$ cat src/rtl/ct_pkg.sv
package ct_pkg;
  localparam int unsigned REG_W   = 8;
  localparam int unsigned B_TOF   = 7;
  localparam int unsigned B_RTIF  = 6;
  localparam int unsigned B_TOFE  = 5;
  localparam int unsigned B_RTIE  = 4;
  localparam int unsigned B_CTOF  = 3;
  localparam int unsigned B_CRTI  = 2;
  localparam int unsigned RATE_W  = 2;
  typedef logic [RATE_W-1:0] rate_t;
  localparam rate_t RATE_RST = 2'b11;
endpackage

$ cat src/rtl/ct_divchain.sv
module ct_divchain #(
  parameter int unsigned W = 20
) (
  input  logic         clk_i,
  input  logic         rst_ni,
  output logic [W:0]   carry_o
);
  logic [W-1:0] cnt_q;

  always_ff @(posedge clk_i or negedge rst_ni) begin
    if (!rst_ni) cnt_q <= '0;
    else         cnt_q <= cnt_q + 1'b1;
  end

  // carry_o[k] pulses once every 2^k clocks
  assign carry_o[0] = 1'b1;
  for (genvar k = 0; k < W; k++) begin : g_carry
    assign carry_o[k+1] = carry_o[k] & cnt_q[k];
  end

  a_r2_carry_single: assert property (@(posedge clk_i) disable iff (!rst_ni)
    carry_o[1] |=> !carry_o[1]);
  a_r8_carry_nested: assert property (@(posedge clk_i) disable iff (!rst_ni)
    carry_o[W] |-> carry_o[1]);
endmodule

$ cat src/rtl/ct_rate_sel.sv
module ct_rate_sel #(
  parameter int unsigned W       = 20,
  parameter int unsigned RTI_POS = 14,
  parameter int unsigned WDOG_W  = 3
) (
  input  logic           clk_i,
  input  logic           rst_ni,
  input  logic [W:0]     carry_i,
  input  ct_pkg::rate_t  rate_i,
  output logic           rti_tick_o,
  output logic           wdog_tick_o
);
  localparam int unsigned NSEL = 1 << ct_pkg::RATE_W;
  logic [NSEL-1:0] rti_opt, wdog_opt;

  for (genvar i = 0; i < NSEL; i++) begin : g_opt
    assign rti_opt[i]  = carry_i[RTI_POS + i];
    assign wdog_opt[i] = carry_i[RTI_POS + i + WDOG_W];
  end

  assign rti_tick_o  = rti_opt[rate_i];
  assign wdog_tick_o = wdog_opt[rate_i];

  a_r9_wdog_on_rti: assert property (@(posedge clk_i) disable iff (!rst_ni)
    wdog_tick_o |-> rti_tick_o);
endmodule

$ cat src/rtl/ct_flag.sv
module ct_flag (
  input  logic clk_i,
  input  logic rst_ni,
  input  logic set_i,
  input  logic clr_i,
  output logic flag_o
);
  always_ff @(posedge clk_i or negedge rst_ni) begin
    if (!rst_ni)     flag_o <= 1'b0;
    else if (set_i)  flag_o <= 1'b1;
    else if (clr_i)  flag_o <= 1'b0;
  end

  a_r5_set_wins: assert property (@(posedge clk_i) disable iff (!rst_ni)
    set_i |=> flag_o);
  a_r4_clear: assert property (@(posedge clk_i) disable iff (!rst_ni)
    (clr_i && !set_i) |=> !flag_o);
  a_r4_hold: assert property (@(posedge clk_i) disable iff (!rst_ni)
    (!clr_i && !set_i) |=> $stable(flag_o));
endmodule

$ cat src/rtl/ct_regs.sv
module ct_regs
  import ct_pkg::*;
(
  input  logic              clk_i,
  input  logic              rst_ni,
  input  logic              sel_i,
  input  logic              we_i,
  input  logic [REG_W-1:0]  wdata_i,
  input  logic              ovf_tick_i,
  input  logic              rti_tick_i,
  output logic [REG_W-1:0]  rdata_o,
  output rate_t             rate_o,
  output logic              irq_o
);
  logic wr;
  logic tofe_q, rtie_q, tof, rtif;
  rate_t rate_q;

  assign wr = sel_i & we_i;

  always_ff @(posedge clk_i or negedge rst_ni) begin
    if (!rst_ni) begin
      tofe_q <= 1'b0;
      rtie_q <= 1'b0;
      rate_q <= RATE_RST;
    end else if (wr) begin
      tofe_q <= wdata_i[B_TOFE];
      rtie_q <= wdata_i[B_RTIE];
      rate_q <= wdata_i[RATE_W-1:0];
    end
  end

  ct_flag u_tof (
    .clk_i (clk_i), .rst_ni (rst_ni),
    .set_i (ovf_tick_i), .clr_i (wr & wdata_i[B_CTOF]), .flag_o (tof)
  );

  ct_flag u_rtif (
    .clk_i (clk_i), .rst_ni (rst_ni),
    .set_i (rti_tick_i), .clr_i (wr & wdata_i[B_CRTI]), .flag_o (rtif)
  );

  always_comb begin
    rdata_o          = '0;
    rdata_o[B_TOF]   = tof;
    rdata_o[B_RTIF]  = rtif;
    rdata_o[B_TOFE]  = tofe_q;
    rdata_o[B_RTIE]  = rtie_q;
    rdata_o[RATE_W-1:0] = rate_q;
  end

  assign rate_o = rate_q;
  assign irq_o  = (tof & tofe_q) | (rtif & rtie_q);

  a_r6_irq_source: assert property (@(posedge clk_i) disable iff (!rst_ni)
    irq_o |-> (rdata_o[B_TOF] || rdata_o[B_RTIF]));
  a_r10_rate_wr: assert property (@(posedge clk_i) disable iff (!rst_ni)
    wr |=> (rate_o == $past(wdata_i[RATE_W-1:0])));
  a_r7_zero_bits: assert property (@(posedge clk_i) disable iff (!rst_ni)
    rdata_o[B_CTOF:B_CRTI] == 2'b00);
endmodule

$ cat src/rtl/core_timer.sv
module core_timer
  import ct_pkg::*;
#(
  parameter int unsigned PRE_W   = 2,
  parameter int unsigned CNT_W   = 8,
  parameter int unsigned RST_ST  = 2,
  parameter int unsigned RTI_ST  = 2,
  parameter int unsigned RTI_DIV = 3,
  parameter int unsigned WDOG_W  = 3
) (
  input  logic              clk_i,
  input  logic              rst_ni,
  input  logic              sel_i,
  input  logic              we_i,
  input  logic [REG_W-1:0]  wdata_i,
  output logic [REG_W-1:0]  rdata_o,
  output logic              irq_o,
  output logic              wdog_tick_o,
  output logic              rst_tap_o
);
  localparam int unsigned OVF_POS = PRE_W + CNT_W;
  localparam int unsigned TAP_POS = OVF_POS + RST_ST;
  localparam int unsigned RTI_POS = TAP_POS + RTI_ST;
  localparam int unsigned CHAIN_W = RTI_POS + RTI_DIV + WDOG_W;

  logic [CHAIN_W:0] carry;
  logic  rti_tick;
  rate_t rate;

  ct_divchain #(.W(CHAIN_W)) u_chain (
    .clk_i (clk_i), .rst_ni (rst_ni), .carry_o (carry)
  );

  ct_rate_sel #(.W(CHAIN_W), .RTI_POS(RTI_POS), .WDOG_W(WDOG_W)) u_sel (
    .clk_i (clk_i), .rst_ni (rst_ni), .carry_i (carry), .rate_i (rate),
    .rti_tick_o (rti_tick), .wdog_tick_o (wdog_tick_o)
  );

  ct_regs u_regs (
    .clk_i (clk_i), .rst_ni (rst_ni), .sel_i (sel_i), .we_i (we_i),
    .wdata_i (wdata_i), .ovf_tick_i (carry[OVF_POS]), .rti_tick_i (rti_tick),
    .rdata_o (rdata_o), .rate_o (rate), .irq_o (irq_o)
  );

  assign rst_tap_o = carry[TAP_POS];

  a_r8_tap_on_ovf: assert property (@(posedge clk_i) disable iff (!rst_ni)
    rst_tap_o |-> carry[OVF_POS]);
endmodule

$ cat config.mk
export PLATFORM = sky130hd
export DESIGN_NAME = core_timer
export DESIGN_NICKNAME = d
export VERILOG_FILES = /design/src/rtl/ct_pkg.sv /design/src/rtl/ct_divchain.sv /design/src/rtl/ct_rate_sel.sv /design/src/rtl/ct_flag.sv /design/src/rtl/ct_regs.sv /design/src/rtl/core_timer.sv
export SDC_FILE = /design/constraint.sdc
export NUM_CORES = 1
export LEC_CHECK = 0
export CORE_ASPECT_RATIO = 1.1
export CORE_MARGIN = 1.5
export CORE_UTILIZATION = 45
export CTS_CLUSTER_SIZE = 10
export DETAILED_ROUTE_END_ITERATION = 8
export PLACE_DENSITY = 0.74
export SLEW_MARGIN = 20
export SYNTH_ARGS = -nofsm -noshare
export SYNTH_HDL_FRONTEND = slang
export SYNTH_SLANG_ARGS = --single-unit
$ cat constraint.sdc
create_clock -name clk_i -period 1.3 [get_ports clk_i]
set_clock_uncertainty 0.2 [all_clocks]
set_input_delay 0.26 -clock clk_i [delete_from_list [all_inputs] [get_ports clk_i]]
set_output_delay 0.26 -clock clk_i [all_outputs]
set_load 0.03 [all_outputs]
# After elaboration in Yosys (flattened, before gate mapping)
# Index checks and enable logic that the tools add are counted.
# word_totals
ff_bits	26
input_bits	12
out_inout_bits	11
elab_cells	43
# classes
addsub	1
order_cmp	1
muxes	8
bitwise	25
n_reduce_logical	2
# op_table
cell	count
1-bit bitwise AND	24
20-bit by 1-bit adder with 20-bit output, second input constant	1
1-bit 2-to-1 mux	6
1-bit binary-select mux with 2-bit select	2
2-bit nonzero test	2
2-bit by 3-bit less-than comparator with 1-bit output, second input constant	1
1-bit bitwise OR	1

# Logic depth before layout (Yosys ltp)
# depth
depth_word	21
depth_mapped	5
mapped_depth_nobuf	5

# Modules after synthesis
# A second synthesis with hierarchy kept.
# hier_totals
hier_cells	127
hier_area_um2	1402.6
# by_module_without_submodules
module	n_inst	cells_each	area_per_inst_um2	seq_area_each_um2
ct_divchain	1	98	1021.0	500.5
ct_regs	1	21	256.5	102.6
ct_flag	2	3	36.3	25.0
ct_rate_sel	1	2	52.6	0.0

# Worst setup path after synthesis
# OpenSTA, ideal clock, no wires.
# synth_path
path_type	reg-to-output
start	register u_chain.cnt_q[3]
end	output port wdog_tick_o
arrival_ps	1779
t_required_ps	840
slack_ps	-939
stages_incl_launch_ff	5
n_path_buf	0
cell_sequence	dfrtp_1 nand4_4 nor2_1 nand2_1 nor4bb_1
# synth_via
elab_chain_cells	19
# synth_lines
element	line	source
start: declaration	ct_divchain.sv:8	logic [W-1:0] cnt_q;
start signal: assignment	ct_divchain.sv:12	else cnt_q <= cnt_q + 1'b1;
1-bit bitwise AND (*) (14 in series)	ct_divchain.sv:18	assign carry_o[k+1] = carry_o[k] & cnt_q[k];
1-bit bitwise AND (3 in series)	ct_divchain.sv:18	
1-bit binary-select mux with 2-bit select (*)	ct_rate_sel.sv:22	assign wdog_tick_o = wdog_opt[rate_i];
1-bit 2-to-1 mux (not written as such) (*)	ct_rate_sel.sv:22	
end: declaration	core_timer.sv:18	output logic wdog_tick_o,
# Mark *: on every way between the ends. The rest lies on a longest branch, timed or not. The select of a mux whose other input is x is not followed.

# Final worst setup path
# layout_path
start	register u_chain.cnt_q[0]
end	output port wdog_tick_o
# layout_via
elab_chain_cells	21
# layout_lines
element	line
1-bit bitwise AND (*) (16 in series)	ct_divchain.sv:18
1-bit bitwise AND (3 in series)	ct_divchain.sv:18
1-bit binary-select mux with 2-bit select (*)	ct_rate_sel.sv:22
1-bit 2-to-1 mux (not written as such) (*)	ct_rate_sel.sv:22
# Marked as above.

==> metrics.md <==
| Metric | Value |
|---|---|
| Outcome | `complete, but fails checks` |
| Violated checks | `setup timing` |
| Boundary pin count | `23` |
| Cell at the root of the clock tree | `sky130_fd_sc_hd__clkbuf_4` |
| Worst-case setup margin in the final layout | `-785 ps` |
| Sinks on the clock net | `26` |
| Fraction of the yosys area taken by sequential cells | `54.5%` |
| Finish-stage setup viols | `27` |
| Maximum achievable frequency | `0.480 GHz` |
| Layout overhead on the synthesized area | `70.9%` |
| Kind of launch point of the worst setup path | `flop` |
| GP Congestion | `0.734` |
| Drt first-iter violations | `40` |
| Mux cell area share after synthesis | `3.76%` |
| Total number of placement rows | `19` |
| Peak VDD IR | `0.000831 V` |
| Post-synthesis instance total | `107` |
| Vias after detailed routing | `1139` |
| Period Utilization, post-route | `160%` |
| Max Cap Violations | `0` |
| Die W | `52.2 um` |
| Worst min path class | `in2async` |
| Synthesis Warnings | `0` |
| Nets | `192` |
| FF/Latch Area | `653 um2` |
| Number of synthesized register bits | `26` |
| Via density per instance | `5.48` |
| Area taken by multi-input logic gates | `649 um2` |
| Unrepaired setup endpoints after global routing | `true` |
| Internal reg-to-reg setup slack | `-460 ps` |
| Class of the most critical setup path | `reg2out` |
| Layout filler cell count | `121` |
| Fraction of the mapped netlist area in adder cells | `2.09%` |
| Ranking of synthesized cells by area | `sky130_fd_sc_hd__dfrtp_1 (50%), sky130_fd_sc_hd__xnor2_1 (9.5%), sky130_fd_sc_hd__nand3_1 (4.6%)` |
| Count of unresolved DRC violations after routing | `0` |
| Number of enable-type register cells in the synthesized netlist | `0` |
| Distinct cell type count of the synthesized netlist | `22` |
| Number of endpoints with negative hold slack in the final report | `0` |
| Starting utilization of the core area | `47.6%` |
| Initial antenna violation count | `0` |
| Buffer depth of the longest clock path | `2` |
| Wire per inst | `19.3 um` |
| Hold buffers post-CTS | `0` |
| Via count of the first global-routing pass | `1178` |
| Final core utilization | `81.3%` |
| Post-synthesis simple-gate area fraction | `19.6%` |
| Instance area at placement | `1690 um2` |
| Launching instance or port of the critical path | `u_chain.cnt_q[0]$_DFF_PN0_` |
| Pin count of the biggest net entering global routing | `27` |
| Data required time at the worst endpoint | `840 ps` |
| TritonCTS clock tree | `done` |
| Fraction of layout cells with a size suffix above 1 | `53.7%` |
| Reg2reg path depth | `7` |
| Ys async rst share | `100%` |
| Number of optimization iterations in the first detailed-route pass | `4` |
| Share of Yosys cell area claimed by the top area cell type | `50.1%` |
| Placeable core area | `2520 um2` |
| Final-report max-slew violation count | `0` |
| Critical path capture point type | `output port` |
| Overall die height | `57.1 um` |
| Most used flip-flop cell after synthesis | `sky130_fd_sc_hd__dfrtp_1` |
| Post-route antenna net violation count | `0` |
| Largest family of logic cells by synthesized area | `simple AND/OR/NAND/NOR gates` |
| P_leak | `1.01 nW` |
| Antenna Cells | `0` |
| Overflow after GRT | `0` |
| Worst R2R Start | `u_chain.cnt_q[0]$_DFF_PN0_` |
| Final routed wirelength across all metal layers | `4020 um` |
| Per-instance average area after synthesis | `11.2 um2` |
| Finished Cell Area | `2050 um2` |
| HPWL after detailed placement | `1900 um` |
| Maximum fanout along the worst path | `2` |
| Critical R2R Capture | `u_chain.cnt_q[18]$_DFF_PN0_` |
| Post-synthesis compound-gate area fraction | `2.61%` |
| Total global-route track usage | `25.3%` |
| Most area-hungry cell type in the Yosys netlist | `sky130_fd_sc_hd__dfrtp_1` |
| Xor/xnor share of the synthesized area | `12.4%` |
| CTS Buf Count | `3` |
| Clock transition at the registers of the reported paths | `150 ps` |
| Final min period | `2090 ps` |
| Critical Path AT | `1630 ps` |
| Die area | `2980 um2` |
| H-tree depth reported by CTS | `1` |
| Cell area after technology mapping | `1200 um2` |
| Number of port buffers | `18` |
| Insertion delay of the later-clocked pin in the worst-skew pair | `320 ps` |
| First-pass GRT wire length | `5480 um` |
| Total power per unit cell area | `832 nW/um2` |
==> cell usage in the layout (no fill, tap or decap), drive strengths merged, types with 4 or more instances in the layout <==
cell           netlist  routed
nor2                 8       8
xor2                 4       4
nand2               14      14
nand4                4       4
dfrtp               24      24
mux2                 4       4
xnor2               13      13
nor3                 4       4
clkdlybuf4s50        0       9
nand3               11      11
buf                  6      62
==> kinds of logic after synthesis <==
group / Yosys count
simple gates: 43
mux: 4
buf+inv: 9
fa+ha+maj: 2
other cells: 1
flops: 26
compound gates: 5
xor+xnor: 17
==> critical path, cell delays in order (launching register included) <==
cell and delay, ps:
sky130_fd_sc_hd__dfrtp_1 440, sky130_fd_sc_hd__ha_4 180, sky130_fd_sc_hd__ha_4 150, sky130_fd_sc_hd__nand2_4 50, sky130_fd_sc_hd__nor4bb_4 310, sky130_fd_sc_hd__buf_6 180
==> how the worst max path moves through the flow <==
stage                              to  depth (start not counted)  slack, ps
after floorplan           wdog_tick_o                          4       -440
after global placement    wdog_tick_o                          5       -340
after detailed placement  wdog_tick_o                          5       -430
after CTS                 wdog_tick_o                          5       -730
after global routing      wdog_tick_o                          5       -840
final                     wdog_tick_o                          5       -790
==> synth_stat cells (all sizes together) (2+ instances only) <==
cell	count
nand2	14
nand4	4
o21ai	3
xnor2	13
dfrtp	24
nor3	4
xor2	4
inv	3
nand3	11
ha	2
mux2	4
dfstp	2
nor2	8
buf	6
==> area by class of cell <==
cell class | instances | area share (%)
sequential | 26 | 31.9
clock inverter | 1 | 1.47
timing repair buffer | 71 | 31.4
tap | 31 | 1.89
inverter | 3 | 0.550
multi-input combinational | 73 | 31.7
clock buffer | 3 | 1.10
==> registers in the layout, summed over array words and instances (netlist names) <==
name / flops
u_regs.tofe_q: 1
u_regs.rate_o: 2
u_chain.cnt_q: 20
u_regs.u_rtif.flag_o: 1
u_regs.rtie_q: 1
u_regs.u_tof.flag_o: 1
==> routing by layer <==
layer	vias up	wire (um)	track usage, %
li1	493	-	-
met1	559	1450	26.1
met2	63	2160	47.7
met3	24	195	3.93
met4	0	219	13.2
met5	-	0	0
==> through the flow <==
| step | TNS, ps | power, mW | std cells | setup WS [ps] | hold slack [ps] |
|---|---|---|---|---|---|
| 2_1_floorplan | -1710 | 0.968 | 108 | -441 | -236 |
| 3_3_place_gp | -4370 | 1.07 | 190 | -343 | 298 |
| 3_5_place_dp | -5250 | 1.07 | 190 | -433 | 308 |
| 4_1_cts | -7190 | 1.66 | 200 | -726 | 72.5 |
| 5_1_grt | -9830 | 1.75 | 208 | -841 | 65.8 |
| 6_report | -8590 | 1.70 | 208 | -785 | 71.1 |
==> report_power, final <==
part / internal, mW / switching [mW] / leakage (nW)
Combinational: 0.157 / 0.127 / 0.641
Clock: 0.311 / 0.256 / 0.0279
Sequential: 0.835 / 0.0171 / 0.337
==> timing repair <==
action	CTS	global route
setup buffers	7	11
pin swaps	13	9
hold endpoints to repair	0	0
gates resized for setup	40	14
endpoints found under the setup margin	26	27
(Power assumes the default switching activity.)
